$ cat src/rtl/sport4.sv
module sport4 (
  input  logic       clk,
  input  logic       rst_n,
  input  logic [1:0] mode,
  input  logic       rx_en,
  input  logic       stop_gate,
  input  logic       tx_bit9,
  input  logic       slow_rate,
  input  logic       baud_tick,
  input  logic       tx_wr,
  input  logic [7:0] tx_data,
  input  logic       tx_flag_clr,
  input  logic       rx_flag_clr,
  output logic [7:0] rx_data,
  output logic       rx_bit9,
  output logic       tx_flag,
  output logic       rx_flag,
  input  logic       sd_in,
  output logic       sd_out,
  output logic       sd_oe,
  output logic       txd_sclk
);
  localparam logic [1:0] M_SHIFT = 2'b00, M_U8 = 2'b01, M_U9F = 2'b10;
  localparam int M0_HALF = 6, M0_LAST = 11, PH_LAST = 15;

  wire m0   = (mode == M_SHIFT);
  wire nine = mode[1];

  logic [1:0] pre;
  always_ff @(posedge clk or negedge rst_n)
    if (!rst_n) pre <= '0;
    else        pre <= pre + 2'd1;
  wire fix_tick = slow_rate ? (pre == 2'd3) : pre[0];
  wire tick     = (mode == M_U9F) ? fix_tick : baud_tick;

  logic [1:0] sync;
  always_ff @(posedge clk or negedge rst_n)
    if (!rst_n) sync <= 2'b11;
    else        sync <= {sync[0], sd_in};
  wire rxs = sync[1];

  // transmit engine, shared with mode-0 reception
  logic        tbusy, m0rx;
  logic [3:0]  tph, tbit;
  logic [10:0] tsr;
  wire       tstep   = m0 ? 1'b1 : tick;
  wire       tlastph = m0 ? (tph == 4'(M0_LAST)) : (tph == 4'(PH_LAST));
  wire [3:0] tbits   = m0 ? 4'd7 : (nine ? 4'd10 : 4'd9);
  wire       m0go    = m0 && !tx_wr && rx_en && !rx_flag;
  wire       tdone   = tbusy && tstep && tlastph && (tbit == tbits);

  always_ff @(posedge clk or negedge rst_n)
    if (!rst_n) begin
      tbusy <= 1'b0; m0rx <= 1'b0; tph <= '0; tbit <= '0; tsr <= '1;
    end else if (!tbusy) begin
      if (tx_wr) begin
        tbusy <= 1'b1; m0rx <= 1'b0; tph <= '0; tbit <= '0;
        tsr   <= m0 ? {3'b111, tx_data} : {1'b1, nine ? tx_bit9 : 1'b1, tx_data, 1'b0};
      end else if (m0go) begin
        tbusy <= 1'b1; m0rx <= 1'b1; tph <= '0; tbit <= '0;
      end
    end else if (tstep) begin
      tph <= tlastph ? 4'd0 : tph + 4'd1;
      if (m0rx && tph == 4'(M0_HALF)) tsr[7:0] <= {rxs, tsr[7:1]};
      if (tlastph) begin
        if (!m0rx) tsr <= {1'b1, tsr[10:1]};
        tbit <= tbit + 4'd1;
        if (tbit == tbits) tbusy <= 1'b0;
      end
    end

  assign sd_oe    = tbusy && m0 && !m0rx;
  assign sd_out   = tsr[0];
  assign txd_sclk = !tbusy ? 1'b1 : (m0 ? (tph >= 4'(M0_HALF)) : tsr[0]);

  // UART receiver
  logic       rbusy, rlast;
  logic [3:0] rph, rbit;
  logic [1:0] vote;
  logic [8:0] rsr;
  wire       rstep = tick && !m0;
  wire       maj   = (vote[0] & vote[1]) | (vote[0] & rxs) | (vote[1] & rxs);
  wire [3:0] rbits = nine ? 4'd10 : 4'd9;
  wire       rdone = rstep && rbusy && rph == 4'd9 && rbit == rbits;
  wire       r_ok  = !(mode == M_U8 && stop_gate && !maj);

  always_ff @(posedge clk or negedge rst_n)
    if (!rst_n) begin
      rbusy <= 1'b0; rlast <= 1'b1; rph <= '0; rbit <= '0; vote <= '0; rsr <= '0;
    end else if (rstep) begin
      rlast <= rxs;
      if (!rbusy) begin
        if (rx_en && rlast && !rxs) begin
          rbusy <= 1'b1; rph <= 4'd1; rbit <= '0;
        end
      end else begin
        rph <= rph + 4'd1;
        if (rph == 4'd7) vote[0] <= rxs;
        if (rph == 4'd8) vote[1] <= rxs;
        if (rph == 4'd15) rbit <= rbit + 4'd1;
        if (rph == 4'd9) begin
          if (rbit == 4'd0) begin
            if (maj) rbusy <= 1'b0;
          end else if (rbit == rbits) rbusy <= 1'b0;
          else rsr <= {maj, rsr[8:1]};
        end
      end
    end

  always_ff @(posedge clk or negedge rst_n)
    if (!rst_n) begin
      tx_flag <= 1'b0; rx_flag <= 1'b0; rx_data <= '0; rx_bit9 <= 1'b0;
    end else begin
      if (tx_flag_clr) tx_flag <= 1'b0;
      if (rx_flag_clr) rx_flag <= 1'b0;
      if (tdone && !m0rx) tx_flag <= 1'b1;
      if (tdone && m0rx) begin
        rx_flag <= 1'b1;
        rx_data <= tsr[7:0];
      end
      if (rdone && r_ok) begin
        rx_flag <= 1'b1;
        rx_data <= nine ? rsr[7:0] : rsr[8:1];
        rx_bit9 <= nine ? rsr[8] : maj;
      end
    end
endmodule

$ cat config.mk
export PLATFORM = sky130hd
export DESIGN_NAME = sport4
export DESIGN_NICKNAME = d
export VERILOG_FILES = /design/src/rtl/sport4.sv
export SDC_FILE = /design/constraint.sdc
export NUM_CORES = 1
export LEC_CHECK = 0
export CORE_ASPECT_RATIO = 1.75
export CORE_MARGIN = 2
export CORE_UTILIZATION = 65
export DETAILED_ROUTE_END_ITERATION = 10
export DONT_BUFFER_PORTS = 1
export HOLD_SLACK_MARGIN = 0.02
export PLACE_DENSITY = 0.81
export SYNTH_ARGS = -nofsm -noshare
export SYNTH_HDL_FRONTEND = slang
export SYNTH_SLANG_ARGS = --single-unit
$ cat constraint.sdc
create_clock -name clk -period 4.97 [get_ports clk]
set_input_delay 1.2425 -clock clk [delete_from_list [all_inputs] [get_ports clk]]
set_output_delay 1.2425 -clock clk [all_outputs]
set_load 0.03 [all_outputs]
# Word level (Yosys, flattened, before mapping)
# Index checks and enable logic that the tools add are counted.
# op_classes
n_addsub,5
magnitude_cmp,1
n_eq_ne,16
muxes,52
n_bitwise,8
reduce_logical,46
# ops
operator,count
4-bit two-way mux,14
11-bit two-way mux,5
8-bit two-way mux,4
1-bit two-way mux,27
"4-bit equality test, second input constant",5
1-bit logical AND,20
"4-bit by 1-bit adder with 4-bit output, second input constant",4
3-bit AND reduction,4
10-bit two-way mux,1
2-bit nonzero test,5
"4-bit by 3-bit equality test with 1-bit output, second input constant",2
4-bit equality test,2
2-bit AND reduction,4
1-bit zero test,7
"2-bit by 1-bit != test with 1-bit output, second input constant",3
3-bit nonzero test,2
5-bit AND reduction,1
"2-bit equality test, second input constant",2
"4-bit by 3-bit >= comparator with 1-bit output, second input constant",1
4-bit zero test,1
4-bit AND reduction,1
1-bit AND,3
1-bit inverter,3
"2-bit by 1-bit adder with 2-bit output, second input constant",1
5 further kinds,6
# totals
ff_bits,57
inputBits,21
word_cells,147

# Depth between registers and ports, before layout
# Gate-level depths: netlist (run 1).
# depth
depth_word,10
mapped_depth,8

# Least setup slack after synthesis (run 1)
# OpenSTA, ideal clock, no wires.
# synth_path
path_type,in2out
start,in mode[0]
end,out txd_sclk
arrival_ns,2.319
setup_slack_ns,1.409
path_stages,5
path_buffers,2
cell_sequence,buf_2 -> nor2_1 -> clkbuf_1 -> o21ai_0 -> o211ai_1
# synth_between
elab_chain_cells,3
# synth_rtl
element,line_no,source
start: declaration,4,"input logic [1:0] mode,"
2-bit zero test,26,wire m0 = (mode == M_SHIFT);
1-bit two-way mux (2 in a row),74,assign txd_sclk = !tbusy ? 1'b1 : (m0 ? (tph >= 4'(M0_HALF)) : tsr[0]);
end: declaration,21,output logic txd_sclk
# No other way between the ends.

# Worst setup path after layout (run 1)
# Same ends and word-level chain as after synthesis.

==> results.md, run 1 <==
* Asr flop ratio synth at 100%
* Total CTS buffers at 9
* Setup_tns at 0 ns
* Avg Cell Area, Syn at 9.60 µm²
* NetSw at 538 µW
* Final RePlAce weighted congestion at 0.823
* WL final at 6750 µm
* CP Capture Type: output port
* Post-CTS Setup Bufs at 0
* Status: finished, final reports clean
* Full die area at 5470 µm²
* DR WL/cell at 17.5 µm
* Peak VDD IR at 0.393 mV
* I/O pin count at 35
* Final Hold Fails at 0
* Pleak at 0.00144 µW
* Layout cells sized above 1 at 14.4%
* Internal Power at 971 µW
* Syn_nets at 360
* Worst Clk Skew at 0.0140 ns
* Synth Register Bits at 57
* Core area at 4710 µm²
* Synth cell types at 54
* CTS Root Cell: clkbuf_8
* Max Cap Violations at 0
* Final Cycle Share at 73.4%
* Combinational power share at 24.8%
* HPWL after DPL at 4760 µm
* Fin nets at 358
* Worst path max stage delay at 0.59 ns
* Hold Crit Class: reg2reg
* DIE HEIGHT at 96.4 µm
* Fill count at 379
* Top cells by area, synth: dfrtp_1 (34%), dfstp_2 (12%), o21ai_0 (5.5%)
* Setup crit start kind: primary input
* Die X at 56.8 µm
* Drt first pass iters at 5
* Clock share of power at 25.7%
* Diode count at 0
* CTS tree: built
* Crit path cell chain: nor2_1 > o21ai_0 > o211ai_1
* FMAX at 274 MHz
* Crit path DAT at 2.41 ns
* RSZ-0062 raised after global routing: false
* Tot GR Track Use at 26.5%
* Crit Path Category: in2out
* Final Setup Violations at 0
* H-tree depth at 3
* Clock transition at path regs at 0.07 ns
* CP bufs+invs at 0
* Slowest cell on crit path: nor2_1
* Longest Clk Path Bufs at 2
* Tightest Pin Transition at 1.00 ns
* Antenna viol nets, final at 0
* Crit Path Max Fanout at 15
* Std-Cell Rows at 33
* Top_reg_cell synth: dfrtp_1
* Overflow after GRT at 0
* Via Count at 2478
* Initial Utilization at 67.3%
* Flop pwr share at 49.5%
* Synthesized instance count at 330
* IO Port Bufs at 0
* DRC at 0
* Number of global-route vias before repair at 2432
* Pwr/cell area at 451 nW/µm²
* Critical Path RT at 3.73 ns
* Seq/Total Area, Yosys at 45.6%
* Final hold slack at 0.349 ns
* Min Tclk post-route at 3.65 ns
* Slew margin rel. at 32.8%
* Yosys top cell area share at 34.0%
* First-pass GRT wire length at 11000 µm
* Vias per cell at 6.44
* Yosys warns at 0
* Delay-heaviest family, CP: simple AND/OR/NAND/NOR gates
* Post_cts resized at 0
* Max Transition Viols Final at 0
* Number of synthesized flops with an enable pin at 0
* Clock Sinks at 57
* Clock latency on the worst-skew pair at 0.34 ns
* DR iter-0 viols at 119
* Cts hold-fix bufs at 0
* Mapped Area at 3170 µm²
* Synth-to-layout area growth at 5.53%
* Switching Share at 35.6%
* Initial antenna violation count at 0
* Pin count of the biggest net entering global routing at 58
* Yosys top cell by area: dfrtp_1
-- worst paths after layout --
kind | start | end | slack [ns] | depth (start not counted)
worst max-delay path | mode[0] | txd_sclk | 1.32 | 3
worst min-delay path | sync[0] | sync[1] | 0.35 | 0
worst max register to register | tbusy | rx_data[2] | 2.44 | 4
worst min register to register | sync[0] | sync[1] | 0.35 | 0
max in group asynchronous | rst_n | sync[0] | 4.17 | 0
min in group asynchronous | rst_n | rsr[0] | 0.59 | 0
-- layout by cell type, fill, tap and decap left out, drive strengths merged, types with 2 or more instances in the layout --
| cell | count |
|---|---|
| ha | 9 |
| mux2 | 12 |
| clkinvlp | 4 |
| dfstp | 14 |
| inv | 19 |
| or3 | 2 |
| xor2 | 4 |
| a311oi | 2 |
| or2b | 2 |
| and3 | 4 |
| o211ai | 3 |
| or3b | 4 |
| clkinv | 2 |
| o31ai | 2 |
| nor2 | 14 |
| o41ai | 2 |
| nand2b | 6 |
| a21oi | 22 |
| and2 | 2 |
| dfrtp | 43 |
| nor3 | 7 |
| xnor2 | 3 |
| clkbuf | 10 |
| o21ai | 37 |
| nor2b | 10 |
| o31a | 4 |
| a22o | 3 |
| nand2 | 28 |
| nand4 | 2 |
| o311ai | 3 |
| a211oi | 11 |
| mux2i | 5 |
| a31oi | 5 |
| nand3 | 11 |
| a21o | 3 |
| o21a | 5 |
| nand4b | 2 |
-- routing by layer --
metal | up-vias | GRT usage (%) | wire (µm)
li1 | 1196 | - | -
met1 | 1199 | 29.7 | 2730
met2 | 61 | 44.2 | 3420
met3 | 22 | 6.52 | 315
met4 | 0 | 18.0 | 287
met5 | - | 0 | 0
-- sequential cells by signal, summed over array words and instances, names as in the netlist, 2 cells and up --
register / cells
pre: 2
rsr: 9
rph: 4
vote: 2
sync: 2
tsr: 11
rx_data: 8
rbit: 4
tph: 4
tbit: 4
-- power groups by stage --
stage	Combinational [µW]	Sequential, µW	Clock, µW
2_1_floorplan	314	712	0
3_3_place_gp	359	745	0
3_5_place_dp	374	751	0
4_1_cts	376	742	394
5_1_grt	431	760	414
6_report	374	746	388
-- synthesized netlist by cell type (all sizes together) (5+ instances only) --
cell type and number:
dfrtp 43, o21ai 37, nand2 28, a21oi 22
inv 19, dfstp 14, nor2 14, mux2 12
a211oi 11, nand3 11, nor2b 10, ha 9
clkbuf 8, nor3 7, buf 6, nand2b 6
a31oi 5, mux2i 5, o21a 5
-- cells by family (layout without fill, tap and decap cells) --
group	after synthesis	after routing	synth area share, %
xor gates and xnor gates	7	7	1.93
buffers and inverters	33	36	4.74
muxes	17	17	5.84
DFF	57	57	45.6
AOI/OAI and AO/OA	107	107	21.4
adders and majority gates	10	10	3.87
and+or+nand+nor	99	99	16.6
-- stage by stage --
stage	worst slack, ns	utilization, %	power, µW	cell area (µm²)	cells
after floorplan	1.41	-	1030	3170	330
after global placement	1.40	67.2	1100	3160	369
after detailed placement	1.33	67.2	1120	3160	369
after CTS	1.34	71.1	1510	3340	385
after global routing	1.22	71.1	1610	3340	385
final	1.32	71.1	1510	3340	385
-- final cells by class --
class	instances	area [µm²]	share of cell area (%)
Timing Repair Buffer	1	7.51	0.224
Clock buffer	10	138	4.12
Tap cell	52	65.1	1.95
Multi-Input combinational cell	240	1580	47.1
Clock inverter	6	43.8	1.31
Sequential cell	57	1440	43.2
Inverter	19	71.3	2.13
-- worst register-to-register path: cells and delay by family, from the launching register on --
kind / cells / cell delay (ns)
AND/OR/NAND/NOR: 2 / 1.10
flip-flops: 1 / 0.84
AO/OA/AOI/OAI: 2 / 0.52
Note: power is estimated with default switching activity, not from simulation.
==> inputs of run 2 (changes only) <==
--- a/config.mk
+++ b/config.mk
@@ -7,11 +7,11 @@
 export LEC_CHECK = 0
 export CORE_ASPECT_RATIO = 1.75
 export CORE_MARGIN = 2
-export CORE_UTILIZATION = 65
+export CORE_UTILIZATION = 57
 export DETAILED_ROUTE_END_ITERATION = 10
 export DONT_BUFFER_PORTS = 1
 export HOLD_SLACK_MARGIN = 0.02
-export PLACE_DENSITY = 0.81
+export PLACE_DENSITY = 0.75
 export SYNTH_ARGS = -nofsm -noshare
 export SYNTH_HDL_FRONTEND = slang
 export SYNTH_SLANG_ARGS = --single-unit
==> constraint.sdc (replaced) <==
create_clock -name clk -period 3 [get_ports clk]
set_input_delay 0.75 -clock clk [delete_from_list [all_inputs] [get_ports clk]]
set_output_delay 0.75 -clock clk [all_outputs]
set_load 0.03 [all_outputs]
==> run 2 against run 1 <==
Setup slack worse by 0.79 ns. Design area rose by 2.2%. Register-to-register slack got worse by 1.7 ns. Clock power up 66%. Worst hold slack lost 0.25 ns. Power increased by 67%. Final cell count is 7.8% higher. Wire length is 4.0% higher. Combinational power rose by 70%. Global-route usage fell by 1.3 points. Largest cell class unchanged. Largest power group unchanged. Highest routed layer unchanged.
==> results.md, run 2 (synthesized netlist as in run 1, its figures left out) <==
* Post-route insts no fill at 415 (was 385)
* Vias per cell at 6.12 (was 6.44)
* Status: finished, final reports clean (unchanged)
* Top Registers: tsr (11), rsr (9), rx_data (8) (unchanged)
* Via Count at 2539 (was 2478)
* Clock transition at path regs at 0.07 ns (about the same)
* Diode count at 0 (unchanged)
* Clock latency on the worst-skew pair at 0.34 ns (about the same)
* Delay-heaviest family, CP: flip-flops (was simple AND/OR/NAND/NOR gates)
* CTS tree: built (unchanged)
* Setup crit start kind: flip-flop (was primary input)
* Pin count of the biggest net entering global routing at 58 (unchanged)
* Critical Path RT at 2.25 ns (was 3.73 ns)
* Cts hold-fix bufs at 0 (unchanged)
* R2R Setup Slk at 0.71 ns (was 2.44 ns)
* Final RePlAce weighted congestion at 0.842 (was 0.823)
* Switching Share at 35.8% (was 35.6%)
* Crit path DAT at 1.72 ns (was 2.41 ns)
* Max Cap Violations at 0 (unchanged)
* Number of global-route vias before repair at 2400 (was 2432)
* Longest Clk Path Bufs at 2 (unchanged)
* Final Hold Fails at 0 (unchanged)
* Synth-to-layout area growth at 7.90% (was 5.53%)
* Flop pwr share at 49.1% (was 49.5%)
* Pwr/cell area at 736 nW/µm² (was 451 nW/µm²)
* First-pass GRT wire length at 11500 µm (was 11000 µm)
* WL final at 7020 µm (was 6750 µm)
* Std-Cell Rows at 36 (was 33)
* Antenna viol nets, final at 0 (unchanged)
* Commonest non-fill, non-tap cell in the layout: dfrtp_1 (unchanged)
* Post-CTS Setup Bufs at 0 (unchanged)
* Dpl cell area at 3240 µm² (was 3160 µm²)
* IO Port Bufs at 0 (unchanged)
* Fin nets at 364 (was 358)
* Internal Power at 1620 µW (was 971 µW)
* DR WL/cell at 16.9 µm (was 17.5 µm)
* Final Cycle Share at 82.3%
* Clock Sinks at 57 (unchanged)
* Pleak at 0.00147 µW (was 0.00144 µW)
* Worst R2R End: rx_data[3] (was rx_data[2])
* DR iter-0 viols at 123 (was 119)
* Drt first pass iters at 4 (was 5)
* Min Tclk post-route at 2.47 ns
* NetSw at 901 µW (was 538 µW)
* Tot GR Track Use at 25.1% (was 26.5%)
* CP Capture Type: output port (unchanged)
* Post_cts resized at 0 (unchanged)
* Slew margin rel. at 34.8% (was 32.8%)
* Initial Utilization at 58.1% (was 67.3%)
* Final hold slack at 0.0948 ns (was 0.349 ns)
* Crit Path Max Fanout at 3 (was 15)
* Total CTS buffers at 9 (unchanged)
* R2R depth at 6 (was 4)
* Die X at 60.4 µm (was 56.8 µm)
* Core area at 5450 µm² (was 4710 µm²)
* Worst path max stage delay at 0.64 ns (was 0.59 ns)
* Power Total at 2520 µW (was 1510 µW)
* Clock share of power at 25.7% (about the same)
* Full die area at 6200 µm² (was 5470 µm²)
* RSZ-0062 raised after global routing: false (unchanged)
* Tightest Pin Transition at 0.970 ns (was 1.00 ns)
* CTS Root Cell: clkbuf_8 (unchanged)
* Worst Clk Skew at 0.0128 ns (was 0.0140 ns)
* Layout cells sized above 1 at 15.9% (was 14.4%)
* Slowest cell on crit path: dfstp_2 (was nor2_1)
* Setup_tns at 0 ns (unchanged)
* Combinational power share at 25.2% (was 24.8%)
* Max Transition Viols Final at 0 (unchanged)
* Max reg flops at 11 (unchanged)
* DIE HEIGHT at 103 µm (was 96.4 µm)
* H-tree depth at 3 (unchanged)
* Most frequent cells in the layout: dfrtp_1 (43), o21ai_0 (35), nand2_1 (28) (unchanged)
* Reg2Reg Launch Point: pre[0] (was tbusy)
* Finished Cell Area at 3420 µm² (was 3340 µm²)
* CP bufs+invs at 1 (was 0)
* Crit Path Category: reg2out (was in2out)
* Initial antenna violation count at 0 (unchanged)
* Hold Crit Class: in2async (was reg2reg)
* Peak VDD IR at 0.439 mV (was 0.393 mV)
* I/O pin count at 35 (unchanged)
* DRC at 0 (unchanged)
* Biggest register: tsr (unchanged)
* Final Setup Violations at 0 (unchanged)
* Overflow after GRT at 0 (unchanged)
* Crit path cell chain: inv_1 > o211ai_1 (was nor2_1 > o21ai_0 > o211ai_1)
* HPWL after DPL at 4960 µm (was 4760 µm)
* Post-placement cell count at 399 (was 369)
* FMAX at 405 MHz
## run 2: changes by cell type in the layout (fill, tap and decap cells not counted), sizes merged
cell  previous run  this run
buf              1         7
## run 2: routing by layer
| layer | share of wire [%] | wire length, µm | vias up | track usage, % |
|---|---|---|---|---|
| met5 | 0 | 0 | - | 0 |
| met4 | 5.6 | 395 | 0 | 17.4 |
| met3 | 6.2 | 436 | 29 | 6.78 |
| met2 | 50 | 3540 | 87 | 39.9 |
| met1 | 38 | 2650 | 1214 | 28.6 |
| li1 | - | - | 1209 | - |
## run 2: power groups by stage
stage | sequential [µW] | combinational (µW) | clock, µW
after floorplan | 1180 | 521 | 0
after global placement | 1240 | 611 | 0
after detailed placement | 1240 | 633 | 0
after CTS | 1230 | 639 | 659
after global routing | 1260 | 726 | 701
final | 1240 | 634 | 646
## run 2: worst max path at each step
stage,start,to,slack (ns),cells past startpoint
finish,tsr[0],txd_sclk,0.53,2
global route,tph[0],txd_sclk,0.51,5
detailed placement,mode[0],rx_data[3],0.43,5
CTS,tsr[0],txd_sclk,0.52,2
floorplan,mode[0],txd_sclk,0.42,5
global placement,mode[0],rx_data[2],0.49,5
## run 2: stage by stage
stage / util, % / setup WS, ns
after detailed placement: 59.4 / 0.433
after CTS: 62.7 / 0.520
after floorplan: - / 0.424
after global placement: 59.4 / 0.486
after global routing: 62.7 / 0.507
final: 62.7 / 0.530
## run 2: layout make-up
| cell class | instances | area (µm²) |
|---|---|---|
| fill | 474 | 2030 |
| multi-input combinational | 240 | 1580 |
| sequential | 57 | 1440 |
| clock buffer | 10 | 138 |
| tap | 76 | 95.1 |
| inverter | 19 | 71.3 |
| timing repair buffer | 7 | 52.6 |
| clock inverter | 6 | 43.8 |
==> inputs of run 3 (changes only) <==
==> constraint.sdc (replaced) <==
create_clock -name clk -period 2.09 [get_ports clk]
set_input_delay 0.5225 -clock clk [delete_from_list [all_inputs] [get_ports clk]]
set_output_delay 0.5225 -clock clk [all_outputs]
set_load 0.03 [all_outputs]
==> run 3 against run 2 <==
The run now ends with setup timing left. Clock power is 83% higher. Non-clock buffer count is 32 higher. Worst hold slack worse by 0.072 ns. Sequential power is 40% higher. First-iteration DRC count is 7.3% lower. Final cell count is 7.7% higher. Die area stayed put. Clock skew is 0.00081 ns lower. Power is 62% higher. Utilization is 6.9 points higher. Critical path type unchanged. Largest cell class unchanged. Highest routed layer unchanged.
==> results.md, run 3 (synthesized netlist as in run 1, its figures left out) <==
* Delay-heaviest family, CP: compound AO/OA/AOI/OAI gates (was flip-flops)
* Worst Clk Skew at 0.0120 ns (was 0.0128 ns)
* WL final at 7390 µm (was 7020 µm)
* Post-route setup slack at -0.0341 ns (was 0.530 ns)
* Biggest register: tsr (unchanged)
* Worst R2R End: rx_data[7] (was rx_data[3])
* Power Total at 4080 µW (was 2520 µW)
* CTS tree: built (unchanged)
* Setup_tns at -0.0341 ns (was 0 ns)
* Fin nets at 396 (was 364)
* R2R Setup Slk at 0.06 ns (was 0.71 ns)
* Final RePlAce weighted congestion at 0.833 (was 0.842)
* First-pass GRT wire length at 11700 µm (was 11500 µm)
* DR WL/cell at 16.5 µm (was 16.9 µm)
* Die X at 60.4 µm (unchanged)
* Crit path cell chain: buf_6 > ha_4 > o21a_1 > o21ai_1 > o211ai_1 > buf_4 (was inv_1 > o211ai_1)
* Initial Utilization at 58.1% (unchanged)
* Number of global-route vias before repair at 2571 (was 2400)
* DIE HEIGHT at 103 µm (unchanged)
* Max Cap Violations at 0 (unchanged)
* Via Count at 2601 (was 2539)
* Clock Sinks at 57 (unchanged)
* R2R depth at 8 (was 6)
* Slew margin rel. at 66.5% (was 34.8%)
* Hold Crit Class: in2async (unchanged)
* Synth-to-layout area growth at 19.8% (was 7.90%)
* Longest Clk Path Bufs at 2 (unchanged)
* Max Transition Viols Final at 0 (unchanged)
* HPWL after DPL at 5170 µm (was 4960 µm)
* Peak VDD IR at 0.696 mV (was 0.439 mV)
* Most frequent cells in the layout: dfrtp_1 (43), o21ai_0 (34), buf_4 (34) (was dfrtp_1 (43), o21ai_0 (35), nand2_1 (28))
* Worst setup path startpoint: tph[1] (was tsr[0])
* Dpl cell area at 3430 µm² (was 3240 µm²)
* Top Registers: tsr (11), rsr (9), rx_data (8) (unchanged)
* Crit Path Max Fanout at 2 (was 3)
* IO Port Bufs at 0 (unchanged)
* Drt first pass iters at 4 (unchanged)
* Overflow after GRT at 0 (unchanged)
* Pre-CTS setup slack at -0.0870 ns (was 0.433 ns)
* FMAX at 471 MHz
* Total CTS buffers at 9 (unchanged)
* Worst path max stage delay at 0.40 ns (was 0.64 ns)
* Pwr/cell area at 1070 nW/µm² (was 736 nW/µm²)
* Pleak at 0.00169 µW (was 0.00147 µW)
* Layout cells sized above 1 at 25.9% (was 15.9%)
* Reg2Reg Launch Point: pre[0] (unchanged)
* Initial antenna violation count at 0 (unchanged)
* CP Capture Type: output port (unchanged)
* Tightest Pin Transition at 0.501 ns (was 0.970 ns)
* Failing checks: setup timing
* Crit Path Category: reg2out (unchanged)
* Clock transition at path regs at 0.07 ns (about the same)
* Tot GR Track Use at 25.8% (was 25.1%)
* Std-Cell Rows at 36 (unchanged)
* Vias per cell at 5.82 (was 6.12)
* Finished Cell Area at 3800 µm² (was 3420 µm²)
* Commonest non-fill, non-tap cell in the layout: dfrtp_1 (unchanged)
* Final Hold Fails at 0 (unchanged)
* DRC at 0 (unchanged)
* H-tree depth at 3 (unchanged)
* Final Setup Violations at 1 (was 0)
* Slowest cell on crit path: dfrtp_1 (was dfstp_2)
* Final Cycle Share at 102%
* I/O pin count at 35 (unchanged)
* Crit path DAT at 1.60 ns (was 1.72 ns)
* Pin count of the biggest net entering global routing at 52 (was 58)
* CP bufs+invs at 2 (was 1)
* Post-route insts no fill at 447 (was 415)
* Min Tclk post-route at 2.12 ns
* CTS Root Cell: clkbuf_8 (unchanged)
* RSZ-0062 raised after global routing: true (was false)
* Antenna viol nets, final at 0 (unchanged)
* Setup crit start kind: flip-flop (unchanged)
* Diode count at 0 (unchanged)
* Max reg flops at 11 (unchanged)
* DR iter-0 viols at 114 (was 123)
* Core area at 5450 µm² (unchanged)
* Status: finished, violations left (was finished, final reports clean)
* Clock latency on the worst-skew pair at 0.34 ns (about the same)
* Critical Path RT at 1.57 ns (was 2.25 ns)
* Full die area at 6200 µm² (unchanged)
* Levels on crit path at 6 (was 2)
* Worst Setup EP: txd_sclk (unchanged)
* Post-placement cell count at 424 (was 399)
## run 3: layout make-up
class | count | area (µm²)
fill | 409 | 1650
multi-input combinational | 240 | 1630
sequential | 57 | 1440
timing repair buffer | 39 | 330
clock buffer | 11 | 151
tap | 76 | 95.1
clock inverter | 5 | 77.6
inverter | 19 | 71.3
## run 3: through the flow
step	hold slack [ns]	utilization (%)
finish	0.0228	69.7
global route	0.0392	69.7
CTS	0.0299	68.6
detailed placement	0.229	62.9
global placement	0.229	62.9
floorplan	0.227	-
## run 3: how the worst min path moves through the flow
| stage | from | to |
|---|---|---|
| 6_report | rst_n | tx_flag |
| 5_1_grt | rst_n | tx_flag |
| 4_1_cts | rst_n | tx_flag |
| 3_5_place_dp | rst_n | tx_flag |
| 3_3_place_gp | rst_n | tx_flag |
| 2_1_floorplan | rst_n | m0rx |
## run 3: power by group
part | switching (µW) | total (µW) | internal, µW
Combinational | 600 | 1150 | 554
Sequential | 292 | 1740 | 1450
Clock | 449 | 1180 | 732
## run 3: repair_timing
action	CTS	global route
cloned	0	0
hold endpoints to repair	51	0
setup endpoints to repair	3	16
hold buffers	2	0
resized for setup	6	11
buffers inserted	3	2
pin swaps	2	3
## run 3: metal layers
layer | wire length, µm | GRT usage [%] | part of all wire [%]
met5 | 0 | 0 | 0
met4 | 170 | 13.5 | 2.3
met3 | 382 | 7.40 | 5.2
met2 | 4050 | 45.7 | 55
met1 | 2790 | 26.5 | 38
